**src/rtl/adder_pkg.sv**
```systemverilog
package adder_pkg;
  // Per-stage steering pair: propagate selects, generate is the fallback.
  typedef struct packed {
    logic prop;
    logic gen;
  } pgPair_t;

  localparam int unsigned MIN_WIDTH = 2;
endpackage

```
**src/rtl/carry_stage.sv**
```systemverilog
module carry_stage
  import adder_pkg::*;
(
  input  logic xBit,
  input  logic yBit,
  input  logic carryIn,
  output logic sumBit,
  output logic carryOut
);
  pgPair_t pg;

  assign pg.prop  = xBit ^ yBit;
  assign pg.gen   = yBit;
  // 2:1 carry multiplexer steered by propagate.
  assign carryOut = pg.prop ? carryIn : pg.gen;
  assign sumBit   = pg.prop ^ carryIn;

  always_comb begin

    if (xBit != yBit) begin
      carry_pass_chk: assert (carryOut == carryIn)
        else $error("carry not passed through differing stage");
    end

    if (xBit == yBit) begin
      carry_gen_kill_chk: assert (carryOut == xBit)
        else $error("carry not set by equal operand bits");
    end

    sum_bit_chk: assert (sumBit == (carryIn ? (xBit == yBit) : (xBit != yBit)))
      else $error("sum bit mismatch");
  end
endmodule

```
**src/rtl/ripple_chain.sv**
```systemverilog
module ripple_chain #(
  parameter int unsigned WIDTH = 8
) (
  input  logic [WIDTH-1:0] opA,
  input  logic [WIDTH-1:0] opB,
  input  logic             carryIn,
  output logic [WIDTH-1:0] sumOut,
  output logic [WIDTH:0]   carryVec
);
  localparam int unsigned SUM_W = WIDTH + 1;

  assign carryVec[0] = carryIn;

  for (genvar i = 0; i < WIDTH; i++) begin : g_stage
    carry_stage stage_i (
      .xBit     (opA[i]),
      .yBit     (opB[i]),
      .carryIn  (carryVec[i]),
      .sumBit   (sumOut[i]),
      .carryOut (carryVec[i+1])
    );
  end

  always_comb begin

    add_value_chk: assert ({carryVec[WIDTH], sumOut} ==
                           (SUM_W'(opA) + SUM_W'(opB) + SUM_W'(carryIn)))
      else $error("chain result differs from arithmetic sum");
  end
endmodule

```
**src/rtl/overflow_unit.sv**
```systemverilog
module overflow_unit (
  input  logic carryTop,
  input  logic carryMsbIn,
  input  logic signA,
  input  logic signB,
  input  logic signSum,
  output logic overflow
);
  assign overflow = carryTop ^ carryMsbIn;

  always_comb begin

    ovf_sign_rule_chk: assert (overflow ==
        ((signA & signB & ~signSum) | (~signA & ~signB & signSum)))
      else $error("overflow disagrees with sign rule");
  end
endmodule

```
**src/rtl/mux_chain_adder.sv**
```systemverilog
module mux_chain_adder #(
  parameter int unsigned WIDTH = 8
) (
  input  logic [WIDTH-1:0] opA,
  input  logic [WIDTH-1:0] opB,
  input  logic             carryIn,
  output logic [WIDTH-1:0] sumOut,
  output logic             carryOut,
  output logic             overflow
);
  localparam int unsigned MSB = WIDTH - 1;

  logic [WIDTH:0] carryVec;


  initial begin
    width_min_chk: assert (WIDTH >= adder_pkg::MIN_WIDTH)
      else $error("WIDTH below minimum");
  end

  ripple_chain #(.WIDTH(WIDTH)) chain_i (
    .opA      (opA),
    .opB      (opB),
    .carryIn  (carryIn),
    .sumOut   (sumOut),
    .carryVec (carryVec)
  );

  overflow_unit ovf_i (
    .carryTop   (carryVec[WIDTH]),
    .carryMsbIn (carryVec[MSB]),
    .signA      (opA[MSB]),
    .signB      (opB[MSB]),
    .signSum    (sumOut[MSB]),
    .overflow   (overflow)
  );

  assign carryOut = carryVec[WIDTH];

  always_comb begin

    if ((opA == '1) && (opB == '0)) begin
      carry_out_chk: assert ((carryOut == carryIn) && (sumOut == {WIDTH{~carryIn}}))
        else $error("full-length ripple wrong");
    end
  end
endmodule

```
**config.mk**
```make
export PLATFORM = sky130hd
export DESIGN_NAME = mux_chain_adder
export DESIGN_NICKNAME = d
export VERILOG_FILES = /design/src/rtl/adder_pkg.sv /design/src/rtl/carry_stage.sv /design/src/rtl/ripple_chain.sv /design/src/rtl/overflow_unit.sv /design/src/rtl/mux_chain_adder.sv
export SDC_FILE = /design/constraint.sdc
export NUM_CORES = 1
export LEC_CHECK = 0
export ABC_AREA = 1
export BUFFER_PORTS_ARGS = -buffer_cell sky130_fd_sc_hd__buf_4
export CORE_UTILIZATION = 29
export DETAILED_ROUTE_END_ITERATION = 10
export GPL_TIMING_DRIVEN = 0
export PLACE_DENSITY_LB_ADDON = 0.1
export SLEW_MARGIN = 20
export SYNTH_ARGS = -nofsm -noshare
export SYNTH_HDL_FRONTEND = slang
export SYNTH_SLANG_ARGS = --single-unit
```
**constraint.sdc**
```tcl
create_clock -name vclk -period 2.4
set_input_delay 0.36 -clock vclk [all_inputs]
set_output_delay 0.36 -clock vclk [all_outputs]
set_load 0.02 [all_outputs]
```
* Word-level counts from Yosys, hierarchy flattened
Index checks and enable logic that the tools add are counted.
** Storage, ports and cells
- Word-level logic and storage cells :: 25
- Flip-flop bits (word level) :: 0
- Input port bits :: 17
** Operators by class
- Bitwise operators :: 17
- Mux-type cells :: 8
** Operators with widths (count)
- $xor 1x1->1 :: 17
- $mux 1 :: 8

* Logic depth before layout (Yosys ltp)
Gate-level depths: netlist of the first run.
- Depth in word-level cells :: 10
- Depth in mapped cells :: 16

* Hierarchy
Synthesis of the first run repeated with hierarchy kept, for this count alone.
** Unflattened totals
- Cells, all modules :: 86
- Area total of the unflattened synthesis :: 396.6 sq um
** Modules (own cells, without submodules)
- carry_stage :: area an instance 46.3 sq um, cells an instance 10, instances 8
- overflow_unit :: area an instance 18.8 sq um, cells an instance 5, instances 1
- ripple_chain :: area an instance 7.5 sq um, cells an instance 1, instances 1

* Least setup slack after synthesis of the first run
No wires, ideal clock.
- Kind :: input -> output
- Start point :: in opA[0]
- End point :: out sumOut[7]
- Cell stages on the path :: 16
- Data required time :: 2.040 ns
- Data arrival time :: 1.901 ns
- Slack :: 0.139 ns
- Cell sequence :: nand2_1 -> a21oi_2 -> o21bai_4 -> nand2_2 -> nand2_2 -> nand2_4 -> nand2_4 -> nand2_4 -> nand2_4 -> nand2_4 -> nand2_4 -> nand2_4 -> nand2_2 -> fa_1 -> inv_1 -> buf_4
** On the way
- Word-level cells in the longest chain between the ends :: 9
** RTL lines
- from (decl) :: line mux_chain_adder.sv:4 : input logic [WIDTH-1:0] opA,
- $xor 1x1->1 :: line carry_stage.sv:12 : assign pg.prop = xBit ^ yBit;
- $mux 1 (7 in a row) :: line carry_stage.sv:15 : assign carryOut = pg.prop ? carryIn : pg.gen;
- $xor 1x1->1 :: line carry_stage.sv:16 : assign sumBit = pg.prop ^ carryIn;
- to (decl) :: line mux_chain_adder.sv:7 : output logic [WIDTH-1:0] sumOut,
Every way passes these cells.

* Worst setup path in the final report of the first run
- Start point :: in carryIn
- End point :: out sumOut[7]
** On the way
- Word-level cells in the longest chain between the ends :: 8
** RTL lines
- from (decl) :: line mux_chain_adder.sv:6 : input logic carryIn,
- $mux 1 (7 in a row) :: line carry_stage.sv:15
- $xor 1x1->1 :: line carry_stage.sv:16
Every way passes these cells.

==> run_results.csv, run 1 <==
group,metric,value,unit
outcome,status,"finished clean",
timing,maxSlewViolCount,0,
power,p_total,228,uW
layout,area_delta_synth_final,71.0,%
synthesis,synth_area_leaders,"nand2_4 18%, nand2_1 14%, buf_4 14%, inv_1 9.4%, nor2_1 6.8%",
detailed_routing,wl_per_cell,6.65,um
synthesis,syn_nets,92,
grt,grt_pass1_wl,966,um
detailed_routing,drc,0,
grt,grt_usage,8.04,%
synthesis,synthCells,73,
critical_path,crit_start,"carryIn",
layout,layout-drive-gt1-share,59.4,%
timing,fin_crit_sh,95.9,%
power,leakage,0.468,nW
critical_path,crit_family,"simple AND/OR/NAND/NOR gates",
synthesis,avgSynthCellArea,6.03,um2
synthesis,synth_top_area_cell,"nand2_4",
timing,rsz0062_at_grt,"false",
synthesis,synthesis.area,440,um2
layout,clkbuf_count,0,
critical_path,worst_setup_path_end_kind,"primary output",
detailed_routing,wl,805,um
critical_path,cp-endpoint,"sumOut[7]",
grt,antenna_found_initial,0,
floorplan,rows,13,
critical_path,crit_path_cell_trace,"buf_4 > inv_2 > a21oi_4 > o21bai_4 > nand2_2 > nand2_2 > nand2_4 > nand2_4 > nand2_4 > nand2_4 > nand2_4 > nand2_4 > nand2_4 > nand2_4 > fa_1 > inv_1 > buf_6",
floorplan,die_x,41.0,um
detailed_routing,drtPass1Iterations,2,
timing,finalHoldViolCount,0,
floorplan,ioPinCount,27,
critical_path,startpoint_type,"input port",
detailed_routing,drtAntennaViolNets,0,
power,peakVddDrop,0.000121,V
critical_path,crit_buf_inv,4,
detailed_routing,drt_iter0_drc,1,
layout,nets,127,
critical_path,slowest_stage,"fa_1",
critical_path,cp_common_cell,"nand2_4",
critical_path,worstPathRequired,2.04,ns
layout,diodes,0,
grt,grt_pass1_vias,275,
timing,tightest_slew,0.146,ns
critical_path,critPathMaxFanout,2,
power,p_per_area,302,nW/um2
job,drv_cap,0,
synthesis,synth.top_cell.area_share,17.9,%
floorplan,dieArea,1680,um2
layout,final_core_util,55.8,%
grt,grt_max_degree,4,
placed_design,place_hpwl,662,um
timing,period_minus_slack,2.30,ns
min_path,hold_depth,4,
placed_design,port_buffers,27,
critical_path,criticalPathCategory,"in -> out",
layout,flops_and_latches,0,
grt,gr-total-overflow,0,
timing,slew_headroom,90.3,%
detailed_routing,dr_total_vias,493,
floorplan,fp.coreArea,1350,um2
layout,multi_input_area,348,um2
critical_path,critical_path.max_stage_delay,0.47,ns
timing,setup_viol,0,
critical_path,cp.arrival,1.94,ns
synthesis,synth_warnings,0,
synthesis,yosysSeqAreaShare,0,%
detailed_routing,vias_per_cell,4.07,
floorplan,initial_utilization,32.6,%
placed_design,gp_congestion,0.654,
synthesis,synth.distinct_cells,17,
layout,seqCellArea,0,um2
layout,num-fill-cells,131,
floorplan,die_y,41.0,um
timing,timing.fmax,0.435,GHz
critical_path,crit_cells,17,
min_path,min_path_type,"in -> out",
-- cell usage in the layout, fill, tap and decap left out, drive strengths merged --
cell type,count
nand4,1
o21bai,1
nand2,27
nor2,8
or2,1
nand3,5
ha,1
a21oi,1
fa,1
xor2,3
inv,16
buf,41
-- tightest hold or removal path, cell delays in order --
cell,delay (ns)
buf_4,0.09
nand3_2,0.06
nand2_1,0.05
buf_4,0.13
-- layout make-up --
cell class	instances	share of cell area, %
Inverter	16	7.97
Timing Repair Buffer	34	36.4
Multi-Input combinational cell	49	46.2
Buffer	7	6.98
Tap cell	15	2.49
-- routing by layer --
metal | up-vias | wire, um | GRT usage [%] | share of wire, %
met5 | - | 0 | 0 | 0
li1 | 271 | - | - | -
met4 | 0 | 0 | 0 | 0
met1 | 208 | 313 | 10.6 | 39
met2 | 14 | 441 | 15.2 | 55
met3 | 0 | 50 | 0 | 6.2
-- how the worst min path moves through the flow --
stage,to,slack [ns],startpoint
6_report,overflow,1.06,opB[7]
5_1_grt,overflow,1.09,opB[7]
4_1_cts,overflow,1.06,opB[7]
3_5_place_dp,overflow,1.06,opB[7]
3_3_place_gp,overflow,1.05,opB[7]
2_1_floorplan,overflow,0.89,opB[7]
-- Yosys cell counts --
library cell / n
nand2_1: 17
inv_1: 11
buf_4: 8
nor2_1: 8
nand2_4: 7
inv_2: 4
nand3_1: 4
nand2_2: 3
xor2_1: 3
a21oi_2: 1
clkinv_1: 1
fa_1: 1
ha_1: 1
nand3_2: 1
nand4_1: 1
o21bai_4: 1
or2_2: 1
-- kinds of logic after synthesis --
| group | after synthesis | synth area share (%) |
|---|---|---|
| AO/OA/AOI/OAI | 2 | 6.25 |
| XOR/XNOR | 3 | 5.97 |
| adder cells (fa/ha/maj) | 2 | 7.39 |
| buffers and inverters | 24 | 27.3 |
| AND/OR/NAND/NOR | 42 | 53.1 |
-- power breakdown --
group / total [mW] / internal, mW / switching (mW)
combinational: 0.228 / 0.120 / 0.108
sequential: 0 / 0 / 0
clock: 0 / 0 / 0
-- per-stage QoR --
stage               setup TNS [ns]  std cells  cell area, um2  setup slack (ns)  hold slack [ns]
global placement            -0.143        115             662            -0.143             1.05
detailed placement          -0.161        115             662            -0.161             1.06
global route                     0        121             753          0.000833             1.09
floorplan                        0         73             440             0.139            0.889
finish                           0        121             753            0.0988             1.06
CTS                       -0.00453        119             738          -0.00453             1.06
-- what timing repair did --
action / 4_1_cts / 5_1_grt
endpoints found under the setup margin: 1 / 2
pin swaps: 9 / 6
hold buffers: 0 / 0
resized for setup: 11 / 2
setup buffers: 5 / 2
(Power assumes the default switching activity.)
==> inputs of run 2 (changes only) <==
- CORE_AREA: unset -> 2 2 39 41
- CORE_UTILIZATION: 29 -> unset
- DIE_AREA: unset -> 0 0 41 43
- SYNTH_HIERARCHICAL: unset -> 1
==> run 2 against run 1 <==
Compared with the run above: cell count grew 48%; non-clock buffer count is 37 higher; the flow now finishes with violations (negative setup slack); die area increased by 5.0%; critical path depth grew 4; largest power group unchanged; combinational power rose by 74%; fmax is 26% lower; via count rose by 71%; sequential share of layout area did not move; final area is 63% higher; utilization grew 33 points; synthesized cell count up 16%.
==> run_results.csv, run 2 <==
group,metric,value,unit
critical_path,startpoint_type,"input port",
floorplan,rows,14,
power,pwr-share-comb,100.0,%
grt,grt_pass1_wl,3910,um
clock_network,ctsHoldBuffers,0,
power,leakage,0.763,nW
detailed_routing,wl,2620,um
power,internal_power,229,uW
layout,clkbuf_count,0,
placed_design,place_hpwl,780,um
detailed_routing,wl_per_cell,14.6,um
layout,layout-drive-gt1-share,67.5,%
timing,setup_viol,7,
floorplan,die_x,41,um
layout,diodes,0,
detailed_routing,top_layer,"met4",
detailed_routing,drtAntennaViolNets,0,
layout,seqCellArea,0,um2
critical_path,cp.arrival,2.76,ns
outcome,violations,"negative setup slack",
floorplan,ioPinCount,27,
synthesis,synthesis.area,389,um2
power,sequentialPowerShare,0,%
synthesis,syn_nets,102,
grt,gr-total-overflow,0,
power,switching_share,42.4,%
critical_path,worst_setup_path_end_kind,"primary output",
job,drv_cap,0,
power,peakVddDrop,0.000193,V
detailed_routing,drtPass1Iterations,4,
timing,slew_headroom,82.8,%
power,power_frac_clock,0,%
detailed_routing,wl_met2,1380,um
layout,layout_common_cells,"44 x buf_4, 32 x nand2_1, 32 x buf_6",
min_path,worstHoldStart,"carryIn",
layout,flops_and_latches,0,
placed_design,post_dp_cell_area,649,um2
floorplan,initial_utilization,28.1,%
detailed_routing,dr_total_vias,845,
floorplan,dieArea,1760,um2
timing,rsz0062_at_grt,"true",
synthesis,synth_warnings,6,
detailed_routing,wl_met1,1040,um
power,switching_power,168,uW
floorplan,fp.coreArea,1380,um2
critical_path,worstPathRequired,2.04,ns
outcome,status,"finished with violations",
timing,timing.fmax,0.321,GHz
detailed_routing,wl_met3,90,um
floorplan,die_y,43,um
detailed_routing,drt_iter0_drc,12,
placed_design,port_buffers,27,
grt,grt_max_degree,4,
min_path,hold_path_end,"sumOut[0]",
grt,grt_pass1_vias,897,
timing,setup_ws,-0.720,ns
placed_design,gp_congestion,0.611,
grt,grt_usage,32.0,%
timing,tightest_slew,0.258,ns
synthesis,avgSynthCellArea,4.58,um2
detailed_routing,vias_per_cell,4.72,
grt,antenna_found_initial,0,
min_path,hold_depth,4,
layout,mostFrequentLayoutCell,"buf_4",
timing,period_minus_slack,3.12,ns
layout,stdcell_area,1230,um2
power,p_per_area,324,nW/um2
min_path,min_path_type,"in -> out",
timing,maxSlewViolCount,0,
detailed_routing,drc,0,
timing,worst_hold_slack,1.07,ns
power,p_total,397,uW
timing,finalHoldViolCount,0,
layout,nets,182,
critical_path,critPathMaxFanout,3,
synthesis,synthCells,85,
critical_path,criticalPathCategory,"in -> out",
placed_design,dp_cells,128,
timing,finalSetupTns,-3.47,ns
layout,instances_no_fill,179,
layout,area_delta_synth_final,215,%
timing,fin_crit_sh,130,%
## run 2: final cells by class
class              instances  area (um2)
repair buffers            78         726
multi-input cells         59         369
fillers                   68         156
inverters                 26         113
well taps                 16        20.0
## run 2: through the flow
step / setup slack, ns / utilization [%]
after floorplan: -0.268 / -
after global placement: -0.608 / 46.9
after detailed placement: -0.659 / 46.9
after CTS: -0.536 / 87.3
after global routing: -0.881 / 88.7
final: -0.720 / 88.7
## run 2: metal layers
layer | track usage, % | vias to the layer above
li1 | - | 407
met1 | 35.4 | 391
met2 | 56.6 | 33
met3 | 3.14 | 14
met4 | 14.0 | 0
met5 | 0 | -
## run 2: how the worst max path moves through the flow
stage | slack (ns) | to | startpoint | cells after the start
2_1_floorplan | -0.27 | overflow | opA[0] | 19
3_3_place_gp | -0.61 | overflow | opA[0] | 22
5_1_grt | -0.88 | overflow | opA[0] | 22
3_5_place_dp | -0.66 | overflow | opA[0] | 22
6_report | -0.72 | overflow | opA[0] | 21
4_1_cts | -0.54 | overflow | opA[0] | 22
## run 2: repair_timing
action                                  in CTS  in global routing
pin swaps                                   13                 13
gates cloned                                 0                  0
setup buffers                               56                 10
endpoints found under the setup margin       4                  9
gates resized for setup                     37                 20
## run 2: power by group through the flow
stage	sequential (mW)	combinational [mW]	clock, mW
after CTS	0	0.352	0
after floorplan	0	0.108	0
final	0	0.397	0
after global routing	0	0.424	0
after detailed placement	0	0.177	0
after global placement	0	0.173	0
## run 2: worst max-delay path, stage by stage
cell and delay [ns]:
buf_12 0.09, nand2_2 0.09, a21boi_4 0.17, inv_2 0.07, a21boi_2 0.18, inv_2 0.07
a21boi_2 0.18, inv_2 0.07, a21boi_2 0.18, inv_2 0.08, a21boi_4 0.17, inv_2 0.07
a21boi_2 0.17, inv_2 0.07, a21boi_2 0.18, inv_2 0.07, a21boi_4 0.18, inv_1 0.05
nand2_1 0.08, nand2_2 0.05, buf_6 0.12
